--- config.mk ---
export PLATFORM = sky130hd
export DESIGN_NAME = asid_tlb
export DESIGN_NICKNAME = d
export VERILOG_FILES = /design/src/rtl/tlb_pkg.sv /design/src/rtl/tlb_tag_match.sv /design/src/rtl/tlb_lru_ages.sv /design/src/rtl/tlb_fill_pick.sv /design/src/rtl/asid_tlb.sv
export SDC_FILE = /design/constraint.sdc
export NUM_CORES = 2
export LEC_CHECK = 0
export BUFFER_PORTS_ARGS = -buffer_cell sky130_fd_sc_hd__buf_2
export CAP_MARGIN = 20
export CORE_MARGIN = 2
export CORE_UTILIZATION = 25
export CTS_BUF_LIST = sky130_fd_sc_hd__clkbuf_8
export CTS_CLUSTER_SIZE = 25
export DETAILED_ROUTE_END_ITERATION = 8
export PLACE_DENSITY_LB_ADDON = 0.08
export SETUP_SLACK_MARGIN = 0.1
export SYNTH_ARGS = -nofsm -noshare
export SYNTH_HDL_FRONTEND = slang
export SYNTH_SLANG_ARGS = --single-unit
--- constraint.sdc ---
create_clock -name clk -period 10 [get_ports clk]
set_clock_uncertainty 0.1 [all_clocks]
set_input_delay 2 -clock clk [delete_from_list [all_inputs] [get_ports clk]]
set_output_delay 2 -clock clk [all_outputs]
set_load 0.05 [all_outputs]
--- src/rtl/tlb_pkg.sv ---
package tlb_pkg;

  // How a fill request is placed into the array.
  typedef enum logic [1:0] {
    FILL_NONE   = 2'd0,
    FILL_UPDATE = 2'd1,
    FILL_FREE   = 2'd2,
    FILL_EVICT  = 2'd3
  } fill_kind_e;

endpackage

--- src/rtl/tlb_tag_match.sv ---
// Per-entry comparator. In pair mode an entry matches on page number and
// identifier; in identifier-only mode the page number is masked out.
module tlb_tag_match #(
  parameter int N         = 8,
  parameter int VPN_W     = 20,
  parameter int ASID_W    = 8,
  parameter bit CHECK_VPN = 1'b1
) (
  input  logic                       req_en,
  input  logic [VPN_W-1:0]           req_vpn,
  input  logic [ASID_W-1:0]          req_asid,
  input  logic [N-1:0]               ent_v,
  input  logic [N-1:0][VPN_W-1:0]    ent_vpn,
  input  logic [N-1:0][ASID_W-1:0]   ent_asid,
  output logic [N-1:0]               match
);

  localparam logic MASK_VPN = !CHECK_VPN;

  for (genvar i = 0; i < N; i++) begin : g_cmp
    logic vpn_eq;
    logic asid_eq;
    assign vpn_eq   = (ent_vpn[i] == req_vpn);
    assign asid_eq  = (ent_asid[i] == req_asid);
    assign match[i] = req_en & ent_v[i] & asid_eq & (vpn_eq | MASK_VPN);
  end

endmodule

--- src/rtl/tlb_lru_ages.sv ---
// True LRU by age rank: each entry holds a rank 0 (newest) .. N-1 (oldest),
// the ranks always form a permutation. A touch moves one entry to rank 0
// and ages every entry that was younger than it.
module tlb_lru_ages #(
  parameter int N     = 8,
  parameter int IDX_W = 3
) (
  input  logic                      clk,
  input  logic                      rst_n,
  input  logic                      touch_a_en,
  input  logic [IDX_W-1:0]          touch_a_idx,
  input  logic                      touch_b_en,
  input  logic [IDX_W-1:0]          touch_b_idx,
  output logic [N-1:0][IDX_W-1:0]   ages,
  output logic [IDX_W-1:0]          lru_idx
);

  localparam logic [IDX_W-1:0] OLDEST = IDX_W'(N - 1);

  logic [N-1:0][IDX_W-1:0] age_q;
  logic [N-1:0][IDX_W-1:0] age_d;

  function automatic logic [N-1:0][IDX_W-1:0] promote(
    input logic [N-1:0][IDX_W-1:0] cur,
    input logic [IDX_W-1:0]        idx
  );
    logic [N-1:0][IDX_W-1:0] res;
    logic [IDX_W-1:0]        pivot;
    pivot = cur[idx];
    for (int i = 0; i < N; i++) begin
      if (IDX_W'(i) == idx)       res[i] = '0;
      else if (cur[i] < pivot)    res[i] = cur[i] + 1'b1;
      else                        res[i] = cur[i];
    end
    return res;
  endfunction

  always_comb begin
    age_d = age_q;
    if (touch_a_en) age_d = promote(age_d, touch_a_idx);
    if (touch_b_en) age_d = promote(age_d, touch_b_idx);
  end

  always_ff @(posedge clk) begin
    if (!rst_n) begin
      for (int i = 0; i < N; i++) age_q[i] <= IDX_W'(i);
    end else begin
      age_q <= age_d;
    end
  end

  always_comb begin
    lru_idx = '0;
    for (int i = 0; i < N; i++) begin
      if (age_q[i] == OLDEST) lru_idx = IDX_W'(i);
    end
  end

  assign ages = age_q;

endmodule

--- src/rtl/tlb_fill_pick.sv ---
// Chooses the slot for a fill: the resident copy of the pair, else the
// lowest-numbered invalid entry, else the least recently used entry.
module tlb_fill_pick #(
  parameter int N     = 8,
  parameter int IDX_W = 3
) (
  input  logic                     fill_en,
  input  logic [N-1:0]             ent_v,
  input  logic [N-1:0]             pair_match,
  input  logic [IDX_W-1:0]         lru_idx,
  output logic [IDX_W-1:0]         slot_idx,
  output tlb_pkg::fill_kind_e      slot_kind
);
  import tlb_pkg::*;

  function automatic logic [IDX_W-1:0] lowest_set(input logic [N-1:0] v);
    logic [IDX_W-1:0] r;
    r = '0;
    for (int i = N - 1; i >= 0; i--) begin
      if (v[i]) r = IDX_W'(i);
    end
    return r;
  endfunction

  logic [N-1:0] free_vec;
  assign free_vec = ~ent_v;

  always_comb begin
    slot_idx  = lru_idx;
    slot_kind = FILL_NONE;
    if (fill_en) begin
      if (|pair_match) begin
        slot_idx  = lowest_set(pair_match);
        slot_kind = FILL_UPDATE;
      end else if (|free_vec) begin
        slot_idx  = lowest_set(free_vec);
        slot_kind = FILL_FREE;
      end else begin
        slot_idx  = lru_idx;
        slot_kind = FILL_EVICT;
      end
    end
  end

endmodule

--- src/rtl/asid_tlb.sv ---
module asid_tlb #(
  parameter int N      = 8,
  parameter int VPN_W  = 20,
  parameter int PFN_W  = 20,
  parameter int ASID_W = 8
) (
  input  logic              clk,
  input  logic              rst_n,
  input  logic              lk_valid,
  input  logic [VPN_W-1:0]  lk_vpn,
  input  logic [ASID_W-1:0] lk_asid,
  output logic              lk_hit,
  output logic [PFN_W-1:0]  lk_pfn,
  input  logic              fill_valid,
  input  logic [VPN_W-1:0]  fill_vpn,
  input  logic [ASID_W-1:0] fill_asid,
  input  logic [PFN_W-1:0]  fill_pfn,
  input  logic              flush_all,
  input  logic              inval_en,
  input  logic [ASID_W-1:0] inval_asid
);
  import tlb_pkg::*;

  localparam int IDX_W = (N > 1) ? $clog2(N) : 1;

  // Entry storage
  logic [N-1:0]             ent_v;
  logic [N-1:0][VPN_W-1:0]  ent_vpn;
  logic [N-1:0][ASID_W-1:0] ent_asid;
  logic [N-1:0][PFN_W-1:0]  ent_pfn;

  // Named internal events
  logic [N-1:0]             lk_match;
  logic [N-1:0]             fill_match;
  logic [N-1:0]             kill_match;
  logic [IDX_W-1:0]         lk_idx;
  logic                     maint;
  logic                     fill_do;
  logic [IDX_W-1:0]         fill_idx;
  fill_kind_e               fill_kind;
  logic [IDX_W-1:0]         lru_idx;
  logic [N-1:0][IDX_W-1:0]  ages;

  tlb_tag_match #(.N(N), .VPN_W(VPN_W), .ASID_W(ASID_W), .CHECK_VPN(1'b1)) u_lk_cmp (
    .req_en  (lk_valid),
    .req_vpn (lk_vpn),
    .req_asid(lk_asid),
    .ent_v   (ent_v),
    .ent_vpn (ent_vpn),
    .ent_asid(ent_asid),
    .match   (lk_match)
  );

  tlb_tag_match #(.N(N), .VPN_W(VPN_W), .ASID_W(ASID_W), .CHECK_VPN(1'b1)) u_fill_cmp (
    .req_en  (fill_valid),
    .req_vpn (fill_vpn),
    .req_asid(fill_asid),
    .ent_v   (ent_v),
    .ent_vpn (ent_vpn),
    .ent_asid(ent_asid),
    .match   (fill_match)
  );

  tlb_tag_match #(.N(N), .VPN_W(VPN_W), .ASID_W(ASID_W), .CHECK_VPN(1'b0)) u_kill_cmp (
    .req_en  (inval_en),
    .req_vpn (fill_vpn),
    .req_asid(inval_asid),
    .ent_v   (ent_v),
    .ent_vpn (ent_vpn),
    .ent_asid(ent_asid),
    .match   (kill_match)
  );

  // Encoder for the (at most one-hot) lookup match vector.
  function automatic logic [IDX_W-1:0] encode(input logic [N-1:0] v);
    logic [IDX_W-1:0] r;
    r = '0;
    for (int i = 0; i < N; i++) begin
      if (v[i]) r = r | IDX_W'(i);
    end
    return r;
  endfunction

  assign lk_idx = encode(lk_match);
  assign lk_hit = |lk_match;

  // AND-OR read mux keyed by the match vector: zero on a miss.
  always_comb begin
    lk_pfn = '0;
    for (int i = 0; i < N; i++) begin
      lk_pfn = lk_pfn | (ent_pfn[i] & {PFN_W{lk_match[i]}});
    end
  end

  assign maint   = flush_all | inval_en;
  assign fill_do = fill_valid & ~maint;

  tlb_fill_pick #(.N(N), .IDX_W(IDX_W)) u_pick (
    .fill_en   (fill_do),
    .ent_v     (ent_v),
    .pair_match(fill_match),
    .lru_idx   (lru_idx),
    .slot_idx  (fill_idx),
    .slot_kind (fill_kind)
  );

  tlb_lru_ages #(.N(N), .IDX_W(IDX_W)) u_lru (
    .clk        (clk),
    .rst_n      (rst_n),
    .touch_a_en (lk_hit),
    .touch_a_idx(lk_idx),
    .touch_b_en (fill_do),
    .touch_b_idx(fill_idx),
    .ages       (ages),
    .lru_idx    (lru_idx)
  );

  always_ff @(posedge clk) begin
    if (!rst_n) begin
      ent_v    <= '0;
      ent_vpn  <= '0;
      ent_asid <= '0;
      ent_pfn  <= '0;
    end else if (flush_all) begin
      ent_v <= '0;
    end else if (inval_en) begin
      ent_v <= ent_v & ~kill_match;
    end else if (fill_do) begin
      ent_v[fill_idx]    <= 1'b1;
      ent_vpn[fill_idx]  <= fill_vpn;
      ent_asid[fill_idx] <= fill_asid;
      ent_pfn[fill_idx]  <= fill_pfn;
    end
  end

endmodule

# Word level (Yosys, flattened, before mapping)
# Index checks and enable logic that the tools add are counted.
[op_classes] n_addsub=16 n_lt_le_gt_ge=19 eq_ne=61 mux=82 bitwise=89 n_reduce_logical=9
[ops] cell="$bwmux W160" n=2
[ops] cell="$eq A20 B20 Y1" n=16
[ops] cell="$eq A8 B8 Y1" n=24
[ops] cell="$mux W3" n=61
[ops] cell="$and A20 B20 Y20" n=8
[ops] cell="$or A20 B20 Y20" n=7
[ops] cell="$and A1 B1 Y1" n=65
[ops] cell="$bwmux W64" n=1
[ops] cell="$demux W20 S3" n=1
[ops] cell="$add A3 B1 Y3 const B" n=16
[ops] cell="$lt A3 B3 Y1" n=16
[ops] cell="$mux W24" n=2
[ops] cell="$demux W8 S3" n=1
[ops] cell="$eq A3 B3 Y1 const A" n=8
[ops] cell="$mux W8" n=3
[ops] cell="$reduce_or A8 Y1" n=3
[ops] cell="$eq A3 B3 Y1 const B" n=7
[ops] cell="$mux W20" n=1
[ops] cell="$bmux W3 S3" n=2
[ops] cell="$not A8 Y8" n=2
[ops] cell="$eq A2 B3 Y1 const A" n=4
[ops] cell="$and A8 B8 Y8" n=1
[ops] cell="$lt A3 B4 Y1 const B" n=2
[ops] cell="$mux W2" n=4
[ops] cell="12 further kinds" n=19
[word_totals] regBits=416 input_bits=90

# Depth between registers and ports, before layout
[logic_depth] ltp_word=22 mapped_depth=26 depth_no_buf=25

# Cells and area by module
# From an unflattened synthesis, not the netlist that was laid out.
[unflattened] hier_cells=2758 area_unflattened_um2=25151.6
[modules_own_cells] module="asid_tlb" n_inst=1 cells_each=1460 area_each_um2=14751.6
[modules_own_cells] module="tlb_tag_match (u_fill_cmp ...)" n_inst=2 cells_each=333 area_each_um2=2722.6
[modules_own_cells] module="tlb_lru_ages" n_inst=1 cells_each=488 area_each_um2=3851.2
[modules_own_cells] module="tlb_tag_match (u_kill_cmp)" n_inst=1 cells_each=105 area_each_um2=865.8
[modules_own_cells] module="tlb_fill_pick" n_inst=1 cells_each=39 area_each_um2=237.7

# Worst setup path after synthesis
# No wires, ideal clock.
[synth_timing] path_type="input-to-reg" from="in lk_asid[4]" to="reg u_lru.age_q, in the netlist u_lru.ages[23]" setup_ns=0.106 arrival_ns=7.771 required_time_ns=9.794 path_slack_ns=2.023 cell_stages=24 path_cell_list="buf_2 > xor2_1 > or4b_1 > or4_1 > or4_4 > a211oi_4 > a221oi_1 > and3_1 > buf_6 > or2_1 > buf_6 > buf_6 > o31ai_1 > o21ai_0 > a21oi_1 > o21ai_0 > a22o_1 > mux2i_1 > mux2i_1 > mux2i_1 > ha_1 > or4_1 > or4_1 > o311ai_0"
[synth_between] elab_chain_len=22 word_cells_on_any_way=74
[synth_lines] element="from (decl)" line="asid_tlb.sv:11" rtl="input logic [ASID_W-1:0] lk_asid,"
[synth_lines] element="$eq A8 B8 Y1" line="tlb_tag_match.sv:24" rtl="assign asid_eq = (ent_asid[i] == req_asid);"
[synth_lines] element="$and A1 B1 Y1 (2 in a row)" line="tlb_tag_match.sv:25" rtl="assign match[i] = req_en & ent_v[i] & asid_eq & (vpn_eq | MASK_VPN);"
[synth_lines] element="$mux W1" line="asid_tlb.sv:79" rtl="if (v[i]) r = r | IDX_W'(i);"
[synth_lines] element="$mux W2 (2 in a row)" line="asid_tlb.sv:79"
[synth_lines] element="$mux W3 (4 in a row)" line="asid_tlb.sv:79"
[synth_lines] element="$bmux W3 S3" line="tlb_lru_ages.sv:29" rtl="pivot = cur[idx];"
[synth_lines] element="$mux W3 (implied by the code)" line="tlb_lru_ages.sv:29"
[synth_lines] element="$lt A3 B3 Y1" line="tlb_lru_ages.sv:32" rtl="else if (cur[i] < pivot) res[i] = cur[i] + 1'b1;"
[synth_lines] element="$mux W3" line="tlb_lru_ages.sv:32"
[synth_lines] element="$mux W3" line="tlb_lru_ages.sv:31" rtl="if (IDX_W'(i) == idx) res[i] = '0;"
[synth_lines] element="$mux W24 *" line="tlb_lru_ages.sv:40" rtl="if (touch_a_en) age_d = promote(age_d, touch_a_idx);"
[synth_lines] element="$bmux W3 S3" line="tlb_lru_ages.sv:29"
[synth_lines] element="$mux W3 (implied by the code)" line="tlb_lru_ages.sv:29"
[synth_lines] element="$lt A3 B3 Y1" line="tlb_lru_ages.sv:32"
[synth_lines] element="$mux W3" line="tlb_lru_ages.sv:32"
[synth_lines] element="$mux W3" line="tlb_lru_ages.sv:31"
[synth_lines] element="$mux W24 *" line="tlb_lru_ages.sv:41" rtl="if (touch_b_en) age_d = promote(age_d, touch_b_idx);"
[synth_lines] element="to (signal assigned)" line="tlb_lru_ages.sv:48" rtl="age_q <= age_d;"
[synth_lines] element="to (decl)" line="tlb_lru_ages.sv:20" rtl="logic [N-1:0][IDX_W-1:0] age_q;"
# Every way passes the cells marked *; elsewhere a longest branch is shown, timed or not. The select of a mux whose other input is x is not followed.
# A chain may end at the register's enable or synchronous reset.

# Final worst setup path
[layout_timing] from="in lk_vpn[8]" to="reg u_lru.age_q, in the netlist u_lru.ages[13]"
[layout_between] elab_chain_len=21 word_cells_on_any_way=66
[layout_lines] element="from (decl)" line="asid_tlb.sv:10" rtl="input logic [VPN_W-1:0] lk_vpn,"
[layout_lines] element="$eq A20 B20 Y1" line="tlb_tag_match.sv:23" rtl="assign vpn_eq = (ent_vpn[i] == req_vpn);"
[layout_lines] element="$and A1 B1 Y1" line="tlb_tag_match.sv:25"
[layout_lines] element="$mux W1" line="asid_tlb.sv:79"
[layout_lines] element="$mux W2 (2 in a row)" line="asid_tlb.sv:79"
[layout_lines] element="$mux W3 (4 in a row)" line="asid_tlb.sv:79"
[layout_lines] element="$bmux W3 S3" line="tlb_lru_ages.sv:29"
[layout_lines] element="$mux W3 (implied by the code)" line="tlb_lru_ages.sv:29"
[layout_lines] element="$lt A3 B3 Y1" line="tlb_lru_ages.sv:32"
[layout_lines] element="$mux W3" line="tlb_lru_ages.sv:32"
[layout_lines] element="$mux W3" line="tlb_lru_ages.sv:31"
[layout_lines] element="$mux W24 *" line="tlb_lru_ages.sv:40"
[layout_lines] element="$bmux W3 S3" line="tlb_lru_ages.sv:29"
[layout_lines] element="$mux W3 (implied by the code)" line="tlb_lru_ages.sv:29"
[layout_lines] element="$lt A3 B3 Y1" line="tlb_lru_ages.sv:32"
[layout_lines] element="$mux W3" line="tlb_lru_ages.sv:32"
[layout_lines] element="$mux W3" line="tlb_lru_ages.sv:31"
[layout_lines] element="$mux W24 *" line="tlb_lru_ages.sv:41"
# Marks and branches as above.

==> metrics.txt <==
# TYPE chip_impl_metric gauge
chip_impl_info{name="critical_path.endpoint_type",value="flop"} 1
chip_impl_info{name="yosys_most_used_dff",value="dfxtp_1"} 1
chip_impl_metric{name="grt_start_max_net_pins",unit=""} 161
chip_impl_metric{name="placement_rows",unit=""} 120
chip_impl_info{name="synthTopCellsByArea",value="dfxtp_1 31%, xor2_1 13%, mux2i_1 11%, nor2b_1 7.1%, nand2_1 4.1%"} 1
chip_impl_metric{name="fillerInstances",unit=""} 11375
chip_impl_info{name="tritoncts_clock_tree",value="built"} 1
chip_impl_metric{name="register_area",unit="um2"} 8328
chip_impl_info{name="holdCritPathClass",value="reg2reg"} 1
chip_impl_info{name="critPathLaunchType",value="primary input"} 1
chip_impl_info{name="yosysMostFrequentCell",value="dfxtp_1"} 1
chip_impl_metric{name="layout_min_cycle_time",unit="ps"} 8573
chip_impl_metric{name="regToRegSetupSlack",unit="ps"} 2670
chip_impl_metric{name="synthDominantCellAreaShare",unit=""} 0.3068
chip_impl_info{name="r2r-end",value="u_lru.ages[13]"} 1
chip_impl_metric{name="detailedRoute.firstPassIterationCount",unit=""} 5
chip_impl_metric{name="synth.ff_latch_count",unit=""} 416
chip_impl_info{name="dr.max_layer_used",value="met5"} 1
chip_impl_info{name="rsz0062_at_grt",value="no"} 1
chip_impl_metric{name="iteration_0_drc_markers",unit=""} 2007
chip_impl_metric{name="multiInputGateArea",unit="um2"} 17720
chip_impl_metric{name="report.final.hold_viol_count",unit=""} 0
chip_impl_metric{name="floorplan.io_pins",unit=""} 111
chip_impl_metric{name="synth_cell_type_count",unit=""} 90
chip_impl_info{name="reg2reg_from",value="ent_vpn[48]"} 1
chip_impl_metric{name="sequential_element_share_of_the_synthesized_area",unit=""} 0.3068
chip_impl_metric{name="cts_buffers",unit=""} 85
chip_impl_metric{name="placeableCoreArea",unit="um2"} 107400
chip_impl_metric{name="htree_levels",unit=""} 3
chip_impl_metric{name="pwr-share-comb",unit=""} 0.216
chip_impl_info{name="critical_path_type",value="in2reg"} 1
chip_impl_metric{name="detailroute.via_count",unit=""} 24516
chip_impl_metric{name="syn_inst",unit=""} 3175
chip_impl_info{name="cts-root-buf",value="clkbuf_8"} 1
chip_impl_info{name="crit_path_cell_trace",value="buf_2 -> xor2_1 -> or4b_1 -> or4_1 -> or4_4 -> and4bb_4 -> a221oi_1 -> o221ai_1 -> buf_4 -> and2_1 -> o31ai_1 -> a21boi_0 -> o21a_1 -> o21ai_0 -> o21ai_1 -> mux2i_1 -> mux2i_1 -> mux2i_1 -> ha_1 -> nand2_1 -> a211oi_1 -> a311o_1 -> and4_1 -> a311o_1"} 1
chip_impl_metric{name="maxSlewHeadroom",unit=""} 0.1943
chip_impl_info{name="critical_path.most_common_cell",value="mux2i_1"} 1
chip_impl_metric{name="internal_power",unit="W"} 0.002957
chip_impl_metric{name="vdd_ir_drop_max",unit="mV"} 0.06834
chip_impl_metric{name="synth_area_per_inst",unit="um2"} 8.550
chip_impl_metric{name="insertion_delay",unit="ps"} 760
chip_impl_metric{name="routed-wl-met2",unit="um"} 57650
chip_impl_metric{name="yosys_warnings",unit=""} 0
chip_impl_metric{name="met3WireLength",unit="um"} 8307
chip_impl_metric{name="clkSinkCount",unit=""} 416
chip_impl_metric{name="fin_setup_tns",unit="ps"} 0
chip_impl_metric{name="final_layout_size_suffix_gt1_frac",unit=""} 0.1139
chip_impl_metric{name="cts_resized",unit=""} 0
chip_impl_metric{name="finalWorstSetupSlack",unit="ps"} 1427
chip_impl_metric{name="max_slew.worst_pin.slew",unit="ps"} 1199
chip_impl_metric{name="detailedPlace.worstSlack",unit="ps"} 857.3
chip_impl_metric{name="drv_cap",unit=""} 0
chip_impl_metric{name="top_achievable_clock_speed",unit="MHz"} 116.6
chip_impl_info{name="netlist_top_cells_count",value="416 x dfxtp_1, 388 x xor2_1, 308 x nor2b_1"} 1
chip_impl_metric{name="gp_routability_congestion",unit=""} 0.9473
chip_impl_metric{name="pins_over_their_slew_limit",unit=""} 0
chip_impl_metric{name="p_leak",unit="nW"} 11.70
chip_impl_info{name="slowest_stage",value="mux2i_1"} 1
chip_impl_metric{name="die_area",unit="um2"} 111200
chip_impl_metric{name="die_w",unit="um"} 333.5
chip_impl_metric{name="p_clk_frac",unit=""} 0.390
chip_impl_metric{name="routedWlPerCell",unit="um"} 28.40
chip_impl_metric{name="grt_use_total",unit=""} 0.2323
chip_impl_metric{name="timing.critical_path.fanout_max",unit=""} 13
chip_impl_metric{name="die_height",unit="um"} 333.5
chip_impl_metric{name="vias_in_the_first_global_route",unit=""} 24028
chip_impl_metric{name="clk_path_buf_depth",unit=""} 3
chip_impl_metric{name="grt_antenna_before_repair",unit=""} 7
chip_impl_info{name="whs_endpoint",value="ent_pfn[88]"} 1
chip_impl_metric{name="report.final.setup_viol",unit=""} 0
chip_impl_metric{name="layout.nets",unit=""} 3328
chip_impl_metric{name="drt-total-wl",unit="um"} 132400
chip_impl_metric{name="sw_frac_of_total",unit=""} 0.3475
chip_impl_metric{name="min_delay_path_depth",unit=""} 2
chip_impl_info{name="status",value="complete, no violations"} 1
chip_impl_metric{name="pwr-share-seq",unit=""} 0.394
chip_impl_metric{name="synth_area",unit="um2"} 27150
chip_impl_metric{name="port_buffers",unit=""} 110
chip_impl_metric{name="critical-path-max-stage-delay",unit="ps"} 710
chip_impl_info{name="holdCritStartpoint",value="ent_pfn[88]"} 1
chip_impl_metric{name="antenna_violating_nets_post_route",unit=""} 0
chip_impl_metric{name="detail_route.drc_violations",unit=""} 0
chip_impl_metric{name="wl_met1",unit="um"} 61900
chip_impl_metric{name="worstRegToRegCells",unit=""} 23
chip_impl_metric{name="holdBufCountCts",unit=""} 0
chip_impl_metric{name="vias_per_cell",unit=""} 5.261
chip_impl_metric{name="hpwl",unit="um"} 91790
chip_impl_metric{name="initial_core_utilization",unit=""} 0.2529
chip_impl_metric{name="grt.overflow.total",unit=""} 0
chip_impl_metric{name="synthesis.nets",unit=""} 3303
chip_impl_metric{name="arrival",unit="ps"} 9070
chip_impl_info{name="synth_top_area_cell",value="dfxtp_1"} 1
chip_impl_metric{name="wire_length_of_the_first_global_routing_pass",unit="um"} 185300
chip_impl_metric{name="critical_path_required",unit="ps"} 10500
chip_impl_metric{name="synth-edff-count",unit=""} 0
chip_impl_metric{name="postCtsSetupRepairBufs",unit=""} 0
chip_impl_metric{name="async_flop_share",unit=""} 0
chip_impl_metric{name="clk_transition_reported_paths",unit="ps"} 50
chip_impl_metric{name="pwr_density_cell",unit="nW/um2"} 147.2
chip_impl_metric{name="hold_slack",unit="ps"} 364.0
chip_impl_metric{name="switch_pwr",unit="W"} 0.001575
chip_impl_metric{name="synthToLayoutAreaGrowth",unit="%"} 13.42
chip_impl_metric{name="finalCritPeriodShare",unit=""} 0.8573
## worst max-delay path: cells and delay by family
kind / cells / cell delay, ps
buf+inv: 2 / 730
simple gates: 7 / 2400
compound gates: 10 / 2310
fa+ha+maj: 1 / 370
xor+xnor: 1 / 180
mux: 3 / 1050
## power by group through the flow
stage / logic, W / registers (W) / clock network (W)
2_1_floorplan: 0.000628 / 0.00178 / 0
3_3_place_gp: 0.000968 / 0.00182 / 0
3_5_place_dp: 0.000969 / 0.00182 / 0
4_1_cts: 0.000974 / 0.00179 / 0.00185
5_1_grt: 0.00105 / 0.00179 / 0.00191
6_report: 0.000978 / 0.00179 / 0.00177
## worst max path at each step
stage | cells past startpoint | end | start | slack [ps]
after detailed placement | 26 | u_lru.ages[19] | lk_vpn[12] | 860
after floorplan | 24 | u_lru.ages[23] | lk_asid[4] | 2020
after CTS | 26 | u_lru.ages[19] | lk_vpn[12] | 1670
after global placement | 25 | u_lru.ages[19] | lk_vpn[12] | 310
after global routing | 26 | u_lru.ages[20] | lk_vpn[19] | 960
final | 24 | u_lru.ages[13] | lk_vpn[8] | 1430
## cell usage in the layout, fill, tap and decap left out, types with 13 or more instances in the layout
cell type  instances
nand2_1          295
nand4b_1          18
ha_1              38
dfxtp_1          416
buf_2            111
nand4_1           68
nor2b_1          308
inv_1             70
a21boi_0         102
a221oi_1          22
mux2i_1          295
nand3_1           61
or4_1             28
nor3_1            47
nor2_1           107
xnor2_1          122
a21oi_1           53
clkbuf_8         102
nor3b_1           13
a22oi_1           42
a22o_1            21
o21ai_0           39
nor4_1           137
xor2_1           388
buf_4             80
## metrics by stage
| step | cell area, um2 | util | power, W | std cells |
|---|---|---|---|---|
| final | 30790 | 0.2868 | 0.004532 | 4660 |
| after global routing | 30790 | 0.2868 | 0.004750 | 4660 |
| after global placement | 29170 | 0.2717 | 0.002789 | 4514 |
| after CTS | 30780 | 0.2867 | 0.004606 | 4658 |
| after floorplan | 27150 | - | 0.002411 | 3175 |
| after detailed placement | 29180 | 0.2718 | 0.002789 | 4515 |
## registers in the layout, summed over array words and instances, names as in the netlist
name,count
ent_pfn,160
ent_vpn,160
ent_asid,64
u_lru.ages,24
ent_v,8
## cell type report
| cell class | instances | area share |
|---|---|---|
| Antenna cell | 1 | 0.00008127 |
| Clock inverter | 41 | 0.006583 |
| Inverter | 43 | 0.005405 |
| Timing Repair Buffer | 194 | 0.03934 |
| Tap cell | 1403 | 0.05701 |
| Sequential cell | 416 | 0.2705 |
| Multi-Input combinational cell | 2460 | 0.5755 |
| Clock buffer | 102 | 0.04560 |
## metal layers
layer  global-route usage  vias to the layer above
li1                     -                    11203
met1               0.3203                    12165
met2               0.3590                      909
met3              0.04442                      235
met4              0.08203                        4
met5                    0                        -
## cell families after synthesis
kind of cell,after synthesis,share of synthesized area
simple gates,1196,0.2423
buf+inv,299,0.04457
mux,297,0.1096
flops,416,0.3068
xor+xnor,510,0.1645
fa+ha+maj,52,0.02286
compound gates,405,0.1093
Note: power is estimated with default switching activity, not from simulation.
